==> src/rtl/cpwm_pkg.sv <==
package cpwm_pkg;
  localparam int CNT_W     = 12;
  localparam int NCH       = 4;
  localparam int ADDR_W    = 3;
  localparam int A_PER     = 0;
  localparam int A_DUTY0   = 1;
  localparam int A_LOAD    = 5;
endpackage

==> src/rtl/cpwm_timebase.sv <==
module cpwm_timebase #(
  parameter int W = cpwm_pkg::CNT_W
) (
  input  logic         clk_i,
  input  logic         rst_ni,
  input  logic         en_i,
  input  logic [W-1:0] per_i,
  output logic [W-1:0] cnt_o,
  output logic [W-1:0] cnt_nxt_o,
  output logic         uf_o
);
  logic [W-1:0] cnt_q, cnt_d;
  logic         dn_q, dn_d, uf;

  always_comb begin
    cnt_d = cnt_q;
    dn_d  = dn_q;
    uf    = 1'b0;
    if (!en_i) begin
      cnt_d = '0;
      dn_d  = 1'b0;
    end else if (per_i == '0) begin
      cnt_d = '0;
      dn_d  = 1'b0;
      uf    = 1'b1;
    end else if (!dn_q) begin
      if (cnt_q >= per_i) begin
        cnt_d = per_i - 1'b1;
        dn_d  = (per_i != W'(1));
        uf    = (per_i == W'(1));
      end else begin
        cnt_d = cnt_q + 1'b1;
      end
    end else begin
      cnt_d = cnt_q - 1'b1;
      if (cnt_q == W'(1)) begin
        dn_d = 1'b0;
        uf   = 1'b1;
      end
    end
  end

  always_ff @(posedge clk_i or negedge rst_ni) begin
    if (!rst_ni) begin
      cnt_q <= '0;
      dn_q  <= 1'b0;
    end else begin
      cnt_q <= cnt_d;
      dn_q  <= dn_d;
    end
  end

  assign cnt_o     = cnt_q;
  assign cnt_nxt_o = cnt_d;
  assign uf_o      = uf;

  a_r1_no_overflow: assert property (@(posedge clk_i) disable iff (!rst_ni)
    cnt_q <= per_i);
  a_r2_peak_reverse: assert property (@(posedge clk_i) disable iff (!rst_ni)
    en_i && !dn_q && per_i > W'(1) && cnt_q == per_i |=> dn_q || !$past(en_i) || cnt_q == '0);
  a_r2_bottom_turn: assert property (@(posedge clk_i) disable iff (!rst_ni)
    en_i && dn_q && cnt_q == W'(1) |=> !dn_q && cnt_q == '0);
endmodule

==> src/rtl/cpwm_regs.sv <==
module cpwm_regs #(
  parameter int W   = cpwm_pkg::CNT_W,
  parameter int N   = cpwm_pkg::NCH,
  parameter int AW  = cpwm_pkg::ADDR_W
) (
  input  logic                clk_i,
  input  logic                rst_ni,
  input  logic                en_i,
  input  logic                wr_i,
  input  logic [AW-1:0]       waddr_i,
  input  logic [W-1:0]        wdata_i,
  input  logic                uf_i,
  output logic [W-1:0]        per_o,
  output logic [W-1:0]        per_nxt_o,
  output logic [N-1:0][W-1:0] duty_o,
  output logic [N-1:0][W-1:0] duty_nxt_o,
  output logic                load_o
);
  localparam logic [AW-1:0] PER_A  = AW'(cpwm_pkg::A_PER);
  localparam logic [AW-1:0] LOAD_A = AW'(cpwm_pkg::A_LOAD);

  logic [W-1:0]        per_hold_q, per_act_q;
  logic [N-1:0][W-1:0] duty_hold_q, duty_act_q;
  logic                load_q, set_w, xfer;

  assign set_w = wr_i && waddr_i == LOAD_A && wdata_i[0];
  assign xfer  = uf_i && load_q;

  // next active values, fed to the output stage so outputs align with state
  always_comb begin
    per_nxt_o  = !en_i ? '0 : xfer ? per_hold_q  : per_act_q;
    duty_nxt_o = !en_i ? '0 : xfer ? duty_hold_q : duty_act_q;
  end

  always_ff @(posedge clk_i or negedge rst_ni) begin
    if (!rst_ni) begin
      per_hold_q  <= '0;
      duty_hold_q <= '0;
      load_q      <= 1'b0;
    end else if (!en_i) begin
      per_hold_q  <= '0;
      duty_hold_q <= '0;
      load_q      <= 1'b0;
    end else begin
      if (wr_i && waddr_i == PER_A) per_hold_q <= wdata_i;
      for (int i = 0; i < N; i++)
        if (wr_i && waddr_i == AW'(cpwm_pkg::A_DUTY0 + i)) duty_hold_q[i] <= wdata_i;
      if (set_w)     load_q <= 1'b1;
      else if (xfer) load_q <= 1'b0;
    end
  end

  always_ff @(posedge clk_i or negedge rst_ni) begin
    if (!rst_ni) begin
      per_act_q  <= '0;
      duty_act_q <= '0;
    end else begin
      per_act_q  <= per_nxt_o;
      duty_act_q <= duty_nxt_o;
    end
  end

  assign per_o  = per_act_q;
  assign duty_o = duty_act_q;
  assign load_o = load_q;

  a_r6_hold_period: assert property (@(posedge clk_i) disable iff (!rst_ni)
    en_i && !(uf_i && load_q) |=> $stable(per_act_q) && $stable(duty_act_q));
  a_r7_load_clears: assert property (@(posedge clk_i) disable iff (!rst_ni)
    load_q && uf_i && !set_w |=> !load_q);
  a_r9_idle_clear: assert property (@(posedge clk_i) disable iff (!rst_ni)
    !en_i |=> per_hold_q == '0 && !load_q && per_act_q == '0);
endmodule

==> src/rtl/cpwm_chan.sv <==
module cpwm_chan #(
  parameter int W = cpwm_pkg::CNT_W
) (
  input  logic         clk_i,
  input  logic         rst_ni,
  input  logic [W-1:0] cnt_nxt_i,
  input  logic [W-1:0] per_nxt_i,
  input  logic [W-1:0] duty_nxt_i,
  input  logic         pol_i,
  output logic         act_o,
  output logic         pwm_o
);
  logic act_q, act_d;

  assign act_d = (duty_nxt_i != '0) && (duty_nxt_i >= per_nxt_i || cnt_nxt_i < duty_nxt_i);

  always_ff @(posedge clk_i or negedge rst_ni) begin
    if (!rst_ni) act_q <= 1'b0;
    else         act_q <= act_d;
  end

  assign act_o = act_q;
  assign pwm_o = act_q ? pol_i : ~pol_i;
endmodule

==> src/rtl/cpwm_top.sv <==
module cpwm_top #(
  parameter int W  = cpwm_pkg::CNT_W,
  parameter int N  = cpwm_pkg::NCH,
  parameter int AW = cpwm_pkg::ADDR_W
) (
  input  logic          clk_i,
  input  logic          rst_ni,
  input  logic          en_i,
  input  logic          pol_i,
  input  logic          wr_i,
  input  logic [AW-1:0] waddr_i,
  input  logic [W-1:0]  wdata_i,
  output logic [N-1:0]  pwm_o,
  output logic          irq_o,
  output logic          load_pend_o
);
  logic [W-1:0]        cnt, cnt_nxt, per, per_nxt;
  logic [N-1:0][W-1:0] duty, duty_nxt;
  logic [N-1:0]        act;
  logic                uf, irq_q;

  cpwm_timebase #(.W(W)) u_tb (
    .clk_i, .rst_ni, .en_i, .per_i(per),
    .cnt_o(cnt), .cnt_nxt_o(cnt_nxt), .uf_o(uf)
  );

  cpwm_regs #(.W(W), .N(N), .AW(AW)) u_regs (
    .clk_i, .rst_ni, .en_i, .wr_i, .waddr_i, .wdata_i, .uf_i(uf),
    .per_o(per), .per_nxt_o(per_nxt), .duty_o(duty), .duty_nxt_o(duty_nxt),
    .load_o(load_pend_o)
  );

  for (genvar g = 0; g < N; g++) begin : g_ch
    cpwm_chan #(.W(W)) u_ch (
      .clk_i, .rst_ni, .cnt_nxt_i(cnt_nxt), .per_nxt_i(per_nxt),
      .duty_nxt_i(duty_nxt[g]), .pol_i, .act_o(act[g]), .pwm_o(pwm_o[g])
    );
    a_r5_zero_duty: assert property (@(posedge clk_i) disable iff (!rst_ni)
      duty[g] == '0 |-> !act[g]);
    a_r4_full_duty: assert property (@(posedge clk_i) disable iff (!rst_ni)
      duty[g] != '0 && duty[g] >= per |-> act[g]);
    a_r3_low_count_active: assert property (@(posedge clk_i) disable iff (!rst_ni)
      duty[g] != '0 && cnt < duty[g] |-> act[g]);
  end

  always_ff @(posedge clk_i or negedge rst_ni) begin
    if (!rst_ni) irq_q <= 1'b0;
    else         irq_q <= uf;
  end
  assign irq_o = irq_q;

  a_r8_irq_single: assert property (@(posedge clk_i) disable iff (!rst_ni)
    irq_q && per != '0 |=> !irq_q);
  a_r8_irq_at_zero: assert property (@(posedge clk_i) disable iff (!rst_ni)
    irq_q |-> cnt == '0);
endmodule

==> config.mk <==
export PLATFORM = sky130hd
export DESIGN_NAME = cpwm_top
export DESIGN_NICKNAME = d
export VERILOG_FILES = /design/src/rtl/cpwm_pkg.sv /design/src/rtl/cpwm_timebase.sv /design/src/rtl/cpwm_regs.sv /design/src/rtl/cpwm_chan.sv /design/src/rtl/cpwm_top.sv
export SDC_FILE = /design/constraint.sdc
export NUM_CORES = 1
export LEC_CHECK = 0
export CELL_PAD_IN_SITES_DETAIL_PLACEMENT = 1
export CELL_PAD_IN_SITES_GLOBAL_PLACEMENT = 1
export CORE_MARGIN = 4
export CORE_UTILIZATION = 48
export DETAILED_ROUTE_END_ITERATION = 8
export HOLD_SLACK_MARGIN = 0.06
export PLACE_DENSITY = 0.86
export SLEW_MARGIN = 20
export SYNTH_ARGS = -nofsm -noshare
export SYNTH_HDL_FRONTEND = slang
export SYNTH_SLANG_ARGS = --single-unit
==> constraint.sdc <==
create_clock -name clk_i -period 5.9 [get_ports clk_i]
set_clock_uncertainty 0.05 [all_clocks]
set_input_delay 0.59 -clock clk_i [delete_from_list [all_inputs] [get_ports clk_i]]
set_output_delay 0.59 -clock clk_i [all_outputs]
set_load 0.02 [all_outputs]
==> out/results.tsv <==
metric	value	unit
max-slew-margin-rel	34.2	%
drtPass1Iterations	7	
status	finished clean	
timing.final.crit_share	89.6	%
ant_nets	0	
rows	50	
r2r-start	u_tb.cnt_o[11]	
ir_drop	0.219	mV
critPathLaunch	u_tb.cnt_o[11]	
grt_pass1_wl	50.4	mm
pin_count	26	
synth-seq-cells	139	
grt_use_total	30.5	%
post_drt_wl_per_cell	23.8	um
drv_slew	0	
cts_setup_buffers	0	
total_power	2.17	mW
syn_area	0.00915	sq mm
synth-edff-count	0	
cts_resized	0	
antenna_found_initial	1	
layout-drive-gt1-share	7.18	%
yosys_warnings	0	
clk_pin_slew_worst_paths	0.07	ns
first_global_vias	8855	
port_buffers	25	
cp.required	6.17	ns
cp-start-kind	flop	
critPathMaxFanout	40	
finalCriticalPeriod	5.29	ns
cp_slowest_cell	a2111oi_0	
setup_ws	0.613	ns
ctsHoldBuffers	0	
nNetsFinal	1230	
hp-class	input pin to async pin	
die_height	146	um
via_per_inst	6.21	
synth_top_cells_by_area	dfrtp_1 (38%), ha_1 (15%), nand2_1 (8.3%)	
async_flop_share	100	%
drcViolationCount	0	
clockPowerShare	49.0	%
gp_routability_congestion	0.944	
first_iter_violations	725	
combPwrFrac	6.1	%
slowest_delay	0.53	ns
netlist_top_cells_count	nand2_1 (202), dfrtp_1 (139), ha_1 (109)	
p_switching	602	uW
synth_top_area_cell	dfrtp_1	
cts-htree-levels	4	
synth_top_area_share	38.0	%
synthToLayoutAreaGrowth	12.8	%
seq_area_frac_synth	38.0	%
yosys.cell_count.top_type	nand2_1	
syn_avg_cell_area	8.50	sq um
cts-root-buf	clkbuf_16	
overflow	0	
initial_core_util	48.9	%
setup.worst_path.class	flop to flop	
maxCapViolCount	0	
vias	8370	
die_x	146	um
finalSetupViolations	0	
worst_slew_pin_slew	0.987	ns
r2r_cells	20	
critPathArrivalTime	5.55	ns
rsz0062_at_grt	no	
wl	32.1	mm
synth_nets	1205	
r2r-end	g_ch[3].u_ch.act_o	
numCtsBuffers	17	
worstSkewPairLatency	0.45	ns
fin_setup_tns	0	ns
synth_cell_types	54	
crit_path_end_kind	flop	
n_fill_cell	2205	
swShare	27.7	%
dp_hpwl	22.7	mm
cts_buffer_depth	2	
internal_power	1.57	mW
seqPwrFrac	44.9	%
final_hold_viol_count	0	
total_leakage_power	5.22	nW
grt_max_degree	104	
tritoncts	yes	
syn_inst	1076	
core	0.0187	sq mm
dieArea	0.0213	sq mm
insertedDiodeCount	0	
critPathCapture	g_ch[3].u_ch.act_o	
post-place-ws	0.802	ns
max_freq	189	MHz
cpMostUsedCell	a21oi_1	
r2r_slack	0.61	ns
cts.sinks	139	
p_per_area	210	mW/mm^2
cp_cell_sequence	ha_1 > nand4_1 > a2111oi_0 > a21oi_1 > buf_4 > o221ai_4 > buf_12 > buf_4 > nor2_1 > a21oi_1 > inv_1 > ha_1 > a21o_1 > a31oi_1 > o221ai_1 > o221ai_1 > a21oi_1 > nor4_1 > a21boi_0 > o21a_1	
synthFlopType	dfrtp_1	
## layout by cell type (no fill, tap or decap), types with 3 or more instances in the layout
master,instances
nand2_1,202
dfrtp_1,139
ha_1,109
a21oi_1,95
inv_1,79
nor2_1,79
a21boi_0,63
buf_4,34
o21ai_0,31
clkdlybuf4s50_1,23
nand3_1,21
nor3_1,19
xnor2_1,18
clkbuf_16,17
nand4_1,16
a21o_1,14
or4_1,13
a211oi_1,13
nand2b_1,11
nor4_1,10
nor2b_1,9
and2_1,7
and3_1,7
o41ai_1,7
o211ai_1,6
or3_1,5
mux2i_1,4
xor2_1,4
inv_8,4
inv_6,4
a31oi_1,3
or2_2,3
o221ai_1,3
nand3b_1,3
## area by class of cell
cell class / instances / area [sq um] / share of cell area, %
Multi-Input combinational cell: 804 / 5150 / 49.9
Sequential cell: 139 / 3480 / 33.7
Timing Repair Buffer: 60 / 522 / 5.06
Clock buffer: 17 / 425 / 4.12
Inverter: 79 / 297 / 2.87
Tap cell: 234 / 293 / 2.84
Clock inverter: 15 / 150 / 1.46
## critical path, delay by kind of cell (launching register included)
family	cells	cell delay, ns
fa+ha+maj	2	0.69
simple gates	3	0.64
buf+inv	4	0.84
compound gates	11	2.44
flops	1	0.47
## registers in the layout (all words and copies together) (netlist names)
name and count:
u_regs.per_o 12, g_ch.u_ch.act_o 4, irq_o 1, u_regs.duty_o 48
u_regs.load_o 1, u_regs.duty_hold_q 48, u_tb.dn_q 1, u_tb.cnt_o 12
u_regs.per_hold_q 12
## logic make-up (layout without fill, tap and decap cells)
logic type,count (synthesis),count (layout),share of synthesized area (%)
flip-flops,139,139,38.0
adder cells (fa/ha/maj),109,109,14.9
buffers and inverters,133,171,5.68
AO/OA/AOI/OAI,253,253,18.0
XOR/XNOR,22,22,2.11
multiplexers,5,5,0.561
AND/OR/NAND/NOR,415,415,20.7
## power groups by stage
stage	combinational [mW]	sequential, mW	clock, mW
after floorplan	0.0665	0.986	0
after global placement	0.128	0.991	0
after detailed placement	0.131	0.991	0
after CTS	0.133	0.974	1.07
after global routing	0.145	0.975	1.12
final	0.133	0.975	1.06
## worst min path at each step
stage,start,end,cells past startpoint
global route,rst_ni,u_regs.duty_o[21],1
floorplan,rst_ni,g_ch[0].u_ch.act_o,0
detailed placement,u_regs.duty_hold_q[43],u_regs.duty_hold_q[43],2
CTS,rst_ni,u_regs.duty_hold_q[19],1
global placement,u_regs.duty_hold_q[43],u_regs.duty_hold_q[43],2
finish,rst_ni,u_regs.duty_o[21],1
## through the flow
step	utilization [%]	cell area, sq um	hold slack [ns]	cells
global route	55.2	10300	0.234	1348
detailed placement	52.1	9740	0.497	1316
floorplan	-	9150	0.244	1076
CTS	55.2	10300	0.200	1348
global placement	52.0	9730	0.482	1315
finish	55.2	10300	0.168	1348
## layer usage
layer  track usage, %  vias up  routed length, um
li1                 -     3783                  -
met1             39.4     4165              13300
met2             49.2      325              14800
met3             6.89       97               2540
met4             14.0        0               1510
met5                0        -                  0
Note: power is estimated with default switching activity, not from simulation.
